--- src/rtl/lvl_irq_pkg.sv ---
package lvl_irq_pkg;
  localparam int unsigned OFS_ENABLE  = 0;
  localparam int unsigned OFS_STATUS  = 4;
  localparam int unsigned OFS_MAP0    = 8;
  localparam int unsigned MAP_STRIDE  = 4;
  localparam int unsigned MAX_PARENTS = 4;

  function automatic int unsigned map_offset(input int unsigned n);
    return OFS_MAP0 + MAP_STRIDE * n;
  endfunction
endpackage

--- src/rtl/lvl_irq_sync.sv ---
module lvl_irq_sync #(
  parameter int unsigned W = 32
) (
  input  logic         clk,
  input  logic         rst,
  input  logic [W-1:0] d_i,
  output logic [W-1:0] q_o
);
  logic [W-1:0] meta_q, stat_q;
  logic [1:0]   age_q;

  always_ff @(posedge clk) begin
    if (rst) begin
      meta_q <= '0;
      stat_q <= '0;
      age_q  <= '0;
    end else begin
      meta_q <= d_i;
      stat_q <= meta_q;
      if (age_q != 2'd2) age_q <= age_q + 2'd1;
    end
  end

  assign q_o = stat_q;

  AST_SYNC_LATENCY: assert property (@(posedge clk) disable iff (rst)
    (age_q == 2'd2) |-> (q_o == $past(d_i, 2)));
endmodule

--- src/rtl/lvl_irq_regs.sv ---
module lvl_irq_regs
  import lvl_irq_pkg::*;
#(
  parameter int unsigned W        = 32,
  parameter int unsigned NP       = 2,
  parameter int unsigned AW       = 8,
  parameter logic [W-1:0] FWD_INIT = '0
) (
  input  logic                 clk,
  input  logic                 rst,
  input  logic                 sel_i,
  input  logic                 wr_i,
  input  logic [AW-1:0]        addr_i,
  input  logic [W-1:0]         wdata_i,
  input  logic [W-1:0]         status_i,
  output logic [W-1:0]         rdata_o,
  output logic [W-1:0]         en_o,
  output logic [NP-1:0][W-1:0] map_o
);
  localparam logic [AW-1:0] A_EN   = AW'(OFS_ENABLE);
  localparam logic [AW-1:0] A_STAT = AW'(OFS_STATUS);

  logic [W-1:0]         en_q, rd_mux, rdata_q;
  logic [NP-1:0][W-1:0] map_q;
  logic [NP-1:0]        map_hit;

  always_comb begin
    rd_mux = '0;
    if (addr_i == A_EN)   rd_mux = en_q;
    if (addr_i == A_STAT) rd_mux = status_i;
    for (int n = 0; n < NP; n++) begin
      map_hit[n] = (addr_i == AW'(map_offset(n)));
      if (map_hit[n]) rd_mux = map_q[n];
    end
  end

  always_ff @(posedge clk) begin
    if (rst) begin
      en_q    <= FWD_INIT;
      rdata_q <= '0;
      for (int n = 0; n < NP; n++) map_q[n] <= '1;
    end else if (sel_i) begin
      if (wr_i) begin
        if (addr_i == A_EN) en_q <= wdata_i;
        for (int n = 0; n < NP; n++)
          if (map_hit[n]) map_q[n] <= wdata_i;
      end else begin
        rdata_q <= rd_mux;
      end
    end
  end

  assign en_o    = en_q;
  assign map_o   = map_q;
  assign rdata_o = rdata_q;

  AST_EN_WRITE: assert property (@(posedge clk) disable iff (rst)
    (sel_i && wr_i && addr_i == A_EN) |=> (en_o == $past(wdata_i)));
  AST_STATUS_RO: assert property (@(posedge clk) disable iff (rst)
    (sel_i && wr_i && addr_i == A_STAT) |=> ($stable(en_o) && $stable(map_o)));
  AST_RDATA_HOLD: assert property (@(posedge clk) disable iff (rst)
    !(sel_i && !wr_i) |=> $stable(rdata_o));
endmodule

--- src/rtl/lvl_irq_route.sv ---
module lvl_irq_route #(
  parameter int unsigned W        = 32,
  parameter int unsigned NP       = 2,
  parameter bit          WAKE_CAP = 1'b1
) (
  input  logic                 clk,
  input  logic                 rst,
  input  logic [W-1:0]         status_i,
  input  logic [W-1:0]         en_i,
  input  logic [NP-1:0][W-1:0] map_i,
  input  logic [W-1:0]         wake_i,
  input  logic                 suspend_i,
  output logic [NP-1:0]        irq_o
);
  logic [W-1:0]  covered, eff_en;
  logic [NP-1:0] irq_q;

  always_comb begin
    covered = '0;
    for (int n = 0; n < NP; n++) covered = covered | map_i[n];
    eff_en = (WAKE_CAP && suspend_i) ? (en_i | (wake_i & covered)) : en_i;
  end

  for (genvar n = 0; n < NP; n++) begin : g_parent
    always_ff @(posedge clk) begin
      if (rst) irq_q[n] <= 1'b0;
      else     irq_q[n] <= |(status_i & eff_en & map_i[n]);
    end

    AST_IRQ_NEEDS_ROUTE: assert property (@(posedge clk) disable iff (rst)
      irq_q[n] |-> $past(|(status_i & map_i[n])));
    AST_IRQ_QUIET: assert property (@(posedge clk) disable iff (rst)
      ($past(status_i) == '0) |-> !irq_q[n]);
  end

  assign irq_o = irq_q;
endmodule

--- src/rtl/lvl_irq_router.sv ---
module lvl_irq_router
  import lvl_irq_pkg::*;
#(
  parameter int unsigned  NSRC     = 32,
  parameter int unsigned  NPARENT  = 2,
  parameter int unsigned  AW       = 8,
  parameter logic [NSRC-1:0] FWD_INIT = '0,
  parameter bit           WAKE_CAP = 1'b1
) (
  input  logic               clk,
  input  logic               rst,
  input  logic [NSRC-1:0]    src_i,
  input  logic [NSRC-1:0]    wake_mask_i,
  input  logic               suspend_i,
  input  logic               bus_sel_i,
  input  logic               bus_wr_i,
  input  logic [AW-1:0]      bus_addr_i,
  input  logic [NSRC-1:0]    bus_wdata_i,
  output logic [NSRC-1:0]    bus_rdata_o,
  output logic [NPARENT-1:0] irq_o
);
  logic [NSRC-1:0]              status;
  logic [NSRC-1:0]              enable;
  logic [NPARENT-1:0][NSRC-1:0] route;

  initial begin
    assert (NPARENT >= 1 && NPARENT <= MAX_PARENTS && NSRC <= 32)
      else $error("lvl_irq_router: unsupported configuration");
  end

  lvl_irq_sync #(.W(NSRC)) u_sync (
    .clk (clk), .rst (rst), .d_i (src_i), .q_o (status)
  );

  lvl_irq_regs #(.W(NSRC), .NP(NPARENT), .AW(AW), .FWD_INIT(FWD_INIT)) u_regs (
    .clk (clk), .rst (rst),
    .sel_i (bus_sel_i), .wr_i (bus_wr_i), .addr_i (bus_addr_i),
    .wdata_i (bus_wdata_i), .status_i (status),
    .rdata_o (bus_rdata_o), .en_o (enable), .map_o (route)
  );

  lvl_irq_route #(.W(NSRC), .NP(NPARENT), .WAKE_CAP(WAKE_CAP)) u_route (
    .clk (clk), .rst (rst),
    .status_i (status), .en_i (enable), .map_i (route),
    .wake_i (wake_mask_i), .suspend_i (suspend_i), .irq_o (irq_o)
  );

  AST_RESET_QUIET: assert property (@(posedge clk)
    $past(rst) |-> (irq_o == '0));
endmodule

--- config.mk ---
export PLATFORM = sky130hd
export DESIGN_NAME = lvl_irq_router
export DESIGN_NICKNAME = d
export VERILOG_FILES = /design/src/rtl/lvl_irq_pkg.sv /design/src/rtl/lvl_irq_sync.sv /design/src/rtl/lvl_irq_regs.sv /design/src/rtl/lvl_irq_route.sv /design/src/rtl/lvl_irq_router.sv
export SDC_FILE = /design/constraint.sdc
export NUM_CORES = 1
export LEC_CHECK = 0
export ABC_AREA = 1
export CORE_MARGIN = 4
export CORE_UTILIZATION = 40
export DETAILED_ROUTE_END_ITERATION = 12
export HOLD_SLACK_MARGIN = 0.02
export PLACE_DENSITY = 0.6
export REMOVE_ABC_BUFFERS = 1
export SLEW_MARGIN = 5
export SYNTH_ARGS = -nofsm -noshare
export SYNTH_HDL_FRONTEND = slang
export SYNTH_SLANG_ARGS = --single-unit
--- constraint.sdc ---
create_clock -name clk -period 2.2 [get_ports clk]
set_clock_uncertainty 0.15 [all_clocks]
set_input_delay 0.44 -clock clk [delete_from_list [all_inputs] [get_ports clk]]
set_output_delay 0.44 -clock clk [all_outputs]
set_load 0.005 [all_outputs]
Word level (Yosys, flattened, before mapping). Index checks and enable logic that the tools add are counted.

Logic and storage cells: 30. Output and inout port bits: 34. Flip-flop bits (word level): 194.

Eq/ne operators: 3. Reductions and logical operators: 7. Bitwise logic cells: 7. Muxes and demuxes: 5.

Operators with widths (count): 32-bit two-way mux (5); 32-bit bitwise AND (4); 32-bit bitwise OR (2); 32-bit OR reduction (2); 8-bit by 4-bit == test with 1-bit output, second input constant (2); 3-bit AND reduction (3); 8-bit by 3-bit == test with 1-bit output, second input constant (1); 8-bit zero test (1); 2-bit AND reduction (1); 1-bit inverter (1).

Logic depth before layout (Yosys ltp). Gate-level depths: netlist of the first run.

Depth after elaboration: 7. Mapped depth: 10.

Cells and area by module. A second synthesis of the first run with hierarchy kept.

Cells, all modules: 1193. Area, all modules: 8607.0 um^2.

By module, submodules not included: lvl_irq_regs (times used 1, cells each 762, area an instance 5614.1 um^2); lvl_irq_sync (times used 1, cells each 199, area an instance 1840.5 um^2); lvl_irq_route (times used 1, cells each 232, area an instance 1152.4 um^2).

Worst setup path after synthesis of the first run. OpenSTA, ideal clock, no wires.

Kind: input to register. Start: input port bus_addr_i[1]. End: register u_regs.map_q (netlist bit u_regs.map_o[10]). Library setup time: 0.138 ns. Arrival time: 1.510 ns. Buffers on the path: 2. Slack: 0.402 ns. Stages on the path: 7. Required time: 1.912 ns. Path through: nor2_4 -> nor3b_4 -> nand2_2 -> nor2_2 -> buf_4 -> buf_4 -> o211ai_1.

Longest elaborated chain between the ends: 2.

Ends and longest elaborated chain: start, declared (line lvl_irq_router.sv:17) `input logic [AW-1:0] bus_addr_i,`; 8-bit by 4-bit == test with 1-bit output (line lvl_irq_regs.sv:32) `map_hit[n] = (addr_i == AW'(map_offset(n)));`; 3-bit AND reduction (no source line); end signal, assigned by index (line lvl_irq_regs.sv:46) `if (map_hit[n]) map_q[n] <= wdata_i;`; end, declared (line lvl_irq_regs.sv:24) `logic [NP-1:0][W-1:0] map_q;`.

No other way between the ends. A chain may end at the register's enable or synchronous reset.

Worst setup path in the final report of the first run.
Start: register u_route.irq_q[1], in the netlist u_route.irq_o[1]. End: output port irq_o[1].

RTL lines: start, declared (line lvl_irq_route.sv:16) `logic [NP-1:0] irq_q;`; start signal, assigned by index (line lvl_irq_route.sv:27) `else irq_q[n] <= |(status_i & eff_en & map_i[n]);`; end, declared (line lvl_irq_router.sv:20) `output logic [NPARENT-1:0] irq_o`.

No word-level cell between the ends.

==> flow_metrics.py, run 1 <==
metrics = {
    "run_status": {
        "status": "finished clean",
    },
    "worst_setup_path": {
        "slowest_stage": "sky130_fd_sc_hd__clkdlybuf4s50_1",
        "category_of_the_most_critical_setup_path": "flop to output pin",
        "cp_num_buf_inv": 1,
        "crit_arrival_ns": 1.37,
        "end_of_the_worst_register_to_register_path": "u_route.irq_o[0]",
        "regToRegSetupSlack_ns": 0.75,
        "required_arrival_time_at_the_worst_endpoint_ns": 1.61,
        "critical_path.startpoint_type": "flop",
        "timing.critical_path.fanout_max": 1,
        "critical-path-top-delay-family": "buffers and inverters",
        "setup.worst_path.end_class": "output pin",
        "worstSetupEndpoint": "irq_o[1]",
        "ff2ff_path_depth": 8,
        "cell_breakdown_of_the_critical_path": "clkdlybuf4s50_1",
        "timing.critical_path.depth": 1,
        "regToRegStartpoint": "u_regs.map_o[16]",
        "startpoint": "u_route.irq_o[1]",
        "critPathMaxStageDelay_ns": 0.55,
    },
    "run": {
        "drv_cap": 0,
    },
    "cells_and_area": {
        "antennaDiodeCount": 0,
        "syn2layout_area_growth_pct": 31.46,
        "layout.core_utilization_pct": 53.62,
        "cell_area_after_layout_um2": 10880,
        "layout-drive-gt1-share_pct": 6.527,
        "final_net_count": 1429,
        "post_route_non_filler_standard_cell_count": 1603,
    },
    "placed_design": {
        "port_buffers": 142,
        "place_area_um2": 10280,
        "placedCellCount": 1571,
        "hpwl_um": 16510,
        "place_congestion": 0.8139,
    },
    "route": {
        "routed-via-count": 7971,
        "drt-initial-drc-count": 681,
        "route.antenna.remaining_nets": 0,
        "route.final.wire_length_um": 24670,
        "detail_route.first_pass.iterations": 5,
        "wl_per_cell_um": 15.39,
        "viasPerCell": 4.973,
        "drc": 0,
    },
    "yosys": {
        "syn-mean-instance-area_um2": 7.010,
        "seq_area_frac_synth_pct": 46.91,
        "synthesis.instances": 1181,
        "ys_types": 21,
        "netlist_area_um2": 8279,
        "synthesis.yosys.warnings": 0,
        "ys_seq_elements": 194,
    },
    "sta": {
        "report.final.hold_viol_count": 0,
        "timing.max_slew.rel_slack_pct": 70.18,
        "fin_crit_sh_pct": 88.98,
        "fin_crit_ns": 1.958,
        "timing.final.setup_violations": 0,
        "fmaxAchievable_mhz": 510.8,
        "worst-slew-pin-transition_ns": 0.4473,
        "final.hold.worst_slack_ns": 0.1769,
        "rsz_0062_raised_after_global_routing": "false",
        "report.final.slew_viol_count": 0,
    },
    "pwr": {
        "p_sw_mw": 1.714,
        "comb_power_share_pct": 7.6,
        "power.internal_mw": 5.658,
        "sequentialPowerShare_pct": 49.0,
        "leakagePower_nw": 4.813,
        "clock_power_share_pct": 43.5,
        "peakVddDrop_mv": 0.4402,
        "netSwitchingFraction_pct": 23.25,
        "power_per_cell_area_nw_per_um2": 677.3,
    },
    "clocking": {
        "cts_resized": 0,
        "tritoncts": "done",
        "clockRootBuffer": "sky130_fd_sc_hd__clkbuf_16",
        "cts_setup_buffers": 0,
        "post_cts_hold_buffer_count": 0,
        "ctsLongestPathBuffers": 2,
        "clk_pin_slew_worst_paths_ns": 0.07,
        "tritoncts.num_buffers": 17,
        "worstSkewPairLatency_ns": 0.43,
        "numClockSinks": 194,
        "number_of_h_tree_levels": 4,
    },
    "hold_path": {
        "holdCritPathClass": "primary input to flop",
    },
    "floorplanning": {
        "pin_count": 143,
        "floorplan.core_area_um2": 20300,
        "initial_core_util_pct": 40.79,
        "core.rowCount": 52,
        "die_w_um": 151.9,
        "die-height_um": 151.9,
        "floorplan.die_area_um2": 23060,
    },
    "global_route": {
        "globalRoute.totalOverflow": 0,
        "use_met1_pct": 29.17,
        "antenna_found_initial": 0,
        "global_route.usage.total_pct": 20.93,
        "global_route.usage.met2_pct": 32.92,
        "grt_max_degree": 99,
        "grt_most_used_layer": "met2",
        "via_count_of_the_first_global_routing_pass": 7250,
        "grt_util_met3_pct": 4.807,
        "grt_first_pass_wirelength_um": 39250,
    },
}
worst min path at each step:
stage                      startpoint          endpoint  slack [ns]  depth (start not counted)
detailed placement  u_sync.meta_q[12]    u_sync.q_o[12]        0.24                          2
finish                            rst  u_regs.map_o[48]        0.18                          3
CTS                               rst  u_regs.map_o[48]        0.16                          3
floorplan            u_sync.meta_q[0]     u_sync.q_o[0]        0.24                          2
global route                      rst  u_regs.map_o[50]        0.18                          3
global placement     u_sync.meta_q[4]     u_sync.q_o[4]        0.24                          2
placed cells by master (no fill, tap or decap), types with 2 or more instances in the layout:
master                            instances
sky130_fd_sc_hd__a21oi_1                 98
sky130_fd_sc_hd__buf_12                  15
sky130_fd_sc_hd__buf_4                   27
sky130_fd_sc_hd__bufinv_16                3
sky130_fd_sc_hd__clkbuf_16               17
sky130_fd_sc_hd__clkdlybuf4s50_1        141
sky130_fd_sc_hd__clkinv_2                 3
sky130_fd_sc_hd__clkinv_4                 2
sky130_fd_sc_hd__clkinvlp_4               3
sky130_fd_sc_hd__dfxtp_1                194
sky130_fd_sc_hd__inv_1                  159
sky130_fd_sc_hd__inv_2                    3
sky130_fd_sc_hd__inv_6                    4
sky130_fd_sc_hd__nand2_1                259
sky130_fd_sc_hd__nand2_2                  3
sky130_fd_sc_hd__nand3_1                 96
sky130_fd_sc_hd__nor2_1                 116
sky130_fd_sc_hd__nor2_4                   4
sky130_fd_sc_hd__o211ai_1                56
sky130_fd_sc_hd__o21ai_0                 97
sky130_fd_sc_hd__o21ai_1                 29
cell usage after synthesis:
library cell	n	area share, %
sky130_fd_sc_hd__o21ai_1	29	1.8
sky130_fd_sc_hd__buf_4	3	0.27
sky130_fd_sc_hd__nor2_2	1	0.076
sky130_fd_sc_hd__o21ai_0	97	5.9
sky130_fd_sc_hd__nor2_4	1	0.14
sky130_fd_sc_hd__nand2_1	261	12
sky130_fd_sc_hd__buf_6	2	0.27
sky130_fd_sc_hd__nand3_2	1	0.12
sky130_fd_sc_hd__o211ai_1	56	5.1
sky130_fd_sc_hd__buf_1	2	0.091
sky130_fd_sc_hd__clkbuf_1	42	1.9
sky130_fd_sc_hd__inv_2	2	0.091
sky130_fd_sc_hd__nor3b_4	1	0.23
sky130_fd_sc_hd__buf_2	14	0.85
sky130_fd_sc_hd__nand3_1	96	5.8
sky130_fd_sc_hd__nor2_1	119	5.4
sky130_fd_sc_hd__nand4_1	1	0.076
sky130_fd_sc_hd__inv_1	160	7.3
sky130_fd_sc_hd__a21oi_1	98	5.9
sky130_fd_sc_hd__nand2_2	1	0.076
sky130_fd_sc_hd__dfxtp_1	194	47
per-layer routing:
metal	part of all wire, %	up-vias
met1	46	3589
met4	1.6	0
met2	46	272
met3	6.4	32
li1	-	4078
met5	0	-
power by group through the flow:
| stage | logic [mW] | registers, mW | clock network, mW |
|---|---|---|---|
| final | 0.559 | 3.61 | 3.20 |
| after global routing | 0.615 | 3.61 | 3.42 |
| after CTS | 0.564 | 3.61 | 3.28 |
| after detailed placement | 0.560 | 3.69 | 0 |
| after global placement | 0.559 | 3.69 | 0 |
| after floorplan | 0.185 | 3.68 | 0 |
flip-flops by register name, indices dropped and copies added, names as in the netlist:
signal / count
u_regs.map_o: 64
u_regs.en_o: 32
u_regs.rdata_o: 32
u_sync.meta_q: 32
u_sync.q_o: 32
u_route.irq_o: 2
metrics by stage:
step	setup TNS (ns)	worst slack, ns	power, mW
floorplan	-99.49	-1.345	3.862
global placement	-7.439	-0.1283	4.249
detailed placement	-9.968	-0.1579	4.250
CTS	0	0.2164	7.454
global route	0	0.08528	7.650
finish	0	0.2425	7.372
final cells by class:
class | count | area [um^2]
Inverter | 162 | 608.1
Clock buffer | 17 | 425.4
Tap cell | 270 | 337.8
Clock inverter | 15 | 180.2
Timing Repair Buffer | 183 | 1914
Fill cell | 2015 | 9415
Sequential cell | 194 | 3884
Multi-Input combinational cell | 762 | 3535
kinds of logic after synthesis:
group                  synth area share, %
buffers and inverters                10.73
AO/OA/AOI/OAI                        18.62
AND/OR/NAND/NOR                      23.74
flip-flops                           46.91
(Power assumes the default switching activity.)
==> run 2, diff against run 1 <==
CORE_UTILIZATION = 53   (was 40)
PLACE_DENSITY = 0.77   (was 0.6)
SKIP_LAST_GASP = 1   (was default)
==> run 2 against run 1 <==
Power grew 1.9%. Fmax shrank 0.16%. Sequential share of layout area grew 0.25 points. Largest power group unchanged. Hold slack gained 0.069 ns. Cell count shrank 4.1%. Count of clock-buffer cells in the layout grew 3. Sequential cell count is the same. Register-to-register slack gained 0.03 ns.
==> flow_metrics.py, run 2 (synthesized netlist as in run 1, its figures left out) <==
metrics = {
    "run_status": {
        "status": "finished clean",
    },
    "cells_and_area": {
        "final_common_cell": "sky130_fd_sc_hd__nand2_1",
        "final_net_count": 1422,
        "layout-drive-gt1-share_pct": 6.033,
        "largest_register_ffs": 64,
        "syn2layout_area_growth_pct": 30.56,
        "antennaDiodeCount": 0,
        "mostFrequentLayoutCells": "sky130_fd_sc_hd__nand2_1, sky130_fd_sc_hd__dfxtp_1, sky130_fd_sc_hd__inv_1",
    },
    "pwr": {
        "power.internal_mw": 5.858,
        "clock_power_share_pct": 44.5,
        "p_sw_mw": 1.656,
        "peakVddDrop_mv": 0.5508,
        "power.total_mw": 7.514,
        "netSwitchingFraction_pct": 22.04,
        "comb_power_share_pct": 7.5,
        "sequentialPowerShare_pct": 48.1,
        "power_per_cell_area_nw_per_um2": 695.1,
        "leakagePower_nw": 4.809,
    },
    "clocking": {
        "tritoncts": "done",
        "clockRootBuffer": "sky130_fd_sc_hd__clkbuf_16",
        "tritoncts.num_buffers": 17,
        "worstSkewPairLatency_ns": 0.43,
        "numClockSinks": 194,
        "cts_resized": 0,
        "number_of_h_tree_levels": 4,
        "post_cts_hold_buffer_count": 0,
        "cts_setup_buffers": 0,
        "ctsLongestPathBuffers": 2,
        "clk_pin_slew_worst_paths_ns": 0.07,
    },
    "floorplanning": {
        "pin_count": 143,
        "initial_core_util_pct": 54.26,
        "core.rowCount": 45,
        "die_w_um": 133.0,
        "floorplan.die_area_um2": 17690,
        "die-height_um": 133.0,
        "floorplan.core_area_um2": 15260,
    },
    "route": {
        "detail_route.first_pass.iterations": 5,
        "route.final.wire_length_um": 23710,
        "drc": 0,
        "route.antenna.remaining_nets": 0,
        "viasPerCell": 5.351,
        "wl_per_cell_um": 15.43,
        "routed-via-count": 8224,
        "drt-initial-drc-count": 791,
    },
    "worst_setup_path": {
        "cp_num_buf_inv": 1,
        "regToRegSetupSlack_ns": 0.78,
        "critPathMaxStageDelay_ns": 0.53,
        "cell_breakdown_of_the_critical_path": "clkdlybuf4s50_1",
        "timing.critical_path.depth": 1,
        "crit_arrival_ns": 1.37,
        "category_of_the_most_critical_setup_path": "flop to output pin",
        "setup.worst_path.end_class": "output pin",
        "required_arrival_time_at_the_worst_endpoint_ns": 1.61,
        "ff2ff_path_depth": 8,
        "regToRegStartpoint": "u_regs.map_o[30]",
        "critical-path-top-delay-family": "buffers and inverters",
        "slowest_stage": "sky130_fd_sc_hd__clkdlybuf4s50_1",
        "critical_path.startpoint_type": "flop",
        "startpoint": "u_route.irq_o[1]",
        "timing.critical_path.fanout_max": 1,
    },
    "sta": {
        "worst-slew-pin-transition_ns": 0.4864,
        "fmaxAchievable_mhz": 510.0,
        "report.final.slew_viol_count": 0,
        "final.hold.worst_slack_ns": 0.2462,
        "timing.final.setup_violations": 0,
        "report.final.hold_viol_count": 0,
        "fin_crit_ns": 1.961,
        "timing.max_slew.rel_slack_pct": 67.58,
        "rsz_0062_raised_after_global_routing": "false",
        "fin_crit_sh_pct": 89.12,
        "final.setup.tns_ns": 0,
    },
    "placed_design": {
        "port_buffers": 142,
        "place_congestion": 0.8825,
        "hpwl_um": 15300,
    },
    "global_route": {
        "antenna_found_initial": 0,
        "global_route.usage.total_pct": 26.34,
        "grt_first_pass_wirelength_um": 37740,
        "grt_max_degree": 99,
        "globalRoute.totalOverflow": 0,
        "via_count_of_the_first_global_routing_pass": 7596,
    },
    "hold_path": {
        "hold_path_startpoint": "u_sync.meta_q[6]",
        "number_of_stages_on_the_worst_hold_path": 2,
        "holdCritPathClass": "flop to flop",
    },
    "run": {
        "drv_cap": 0,
    },
}
[run 2: power by group through the flow]
stage / registers (mW) / clock network [mW] / logic [mW]
after detailed placement: 3.69 / 0 / 0.554
after CTS: 3.61 / 3.36 / 0.560
after global routing: 3.61 / 3.52 / 0.614
after global placement: 3.69 / 0 / 0.549
after floorplan: 3.68 / 0 / 0.185
final: 3.61 / 3.34 / 0.560
[run 2: worst paths after layout]
kind,to
hold / removal,u_sync.q_o[6]
setup reg to reg,u_route.irq_o[1]
setup / recovery,irq_o[1]
hold reg to reg,u_sync.q_o[6]
[run 2: metrics by stage]
step	worst slack [ns]	cells	instance area, um^2	utilization [%]
final	0.2394	1537	10810	70.84
after global routing	0.1512	1537	10810	70.84
after CTS	0.2156	1537	10810	70.84
after detailed placement	-0.1292	1505	10160	66.62
after global placement	-0.09140	1505	10160	66.62
after floorplan	-1.345	1118	7999	-
[run 2: area by class of cell]
cell class              instances  area, um^2
repair buffers                176        1874
multi-input cells             762        3535
clock inverters                12       177.7
well taps                     211       264.0
inverters                     162       608.1
flip-flops and latches        194        3884
fillers                      1291        4449
clock buffers                  20       466.7
[run 2: worst reg2reg max path, cell delays in order (launching register included)]
cell and delay, ns:
sky130_fd_sc_hd__dfxtp_1 0.33, sky130_fd_sc_hd__nor2_1 0.09, sky130_fd_sc_hd__o21ai_0 0.10, sky130_fd_sc_hd__nand3_1 0.09, sky130_fd_sc_hd__nand2_1 0.06, sky130_fd_sc_hd__nor2_1 0.14
sky130_fd_sc_hd__nand2_1 0.11, sky130_fd_sc_hd__nor2_1 0.16, sky130_fd_sc_hd__a21oi_1 0.08
[run 2: per-layer routing]
layer | global-route usage, % | wire length, um | up-vias
li1 | - | - | 4055
met1 | 35.10 | 10230 | 3786
met2 | 42.86 | 11190 | 352
met3 | 5.285 | 1786 | 31
met5 | 0 | 0 | -
met4 | 8.776 | 504 | 0
==> run 3, diff against run 2 <==
CAP_MARGIN = 10   (was default)
==> results of run 3 <==
Same layout as run 2: the final DEF is identical, and so are final timing and power.
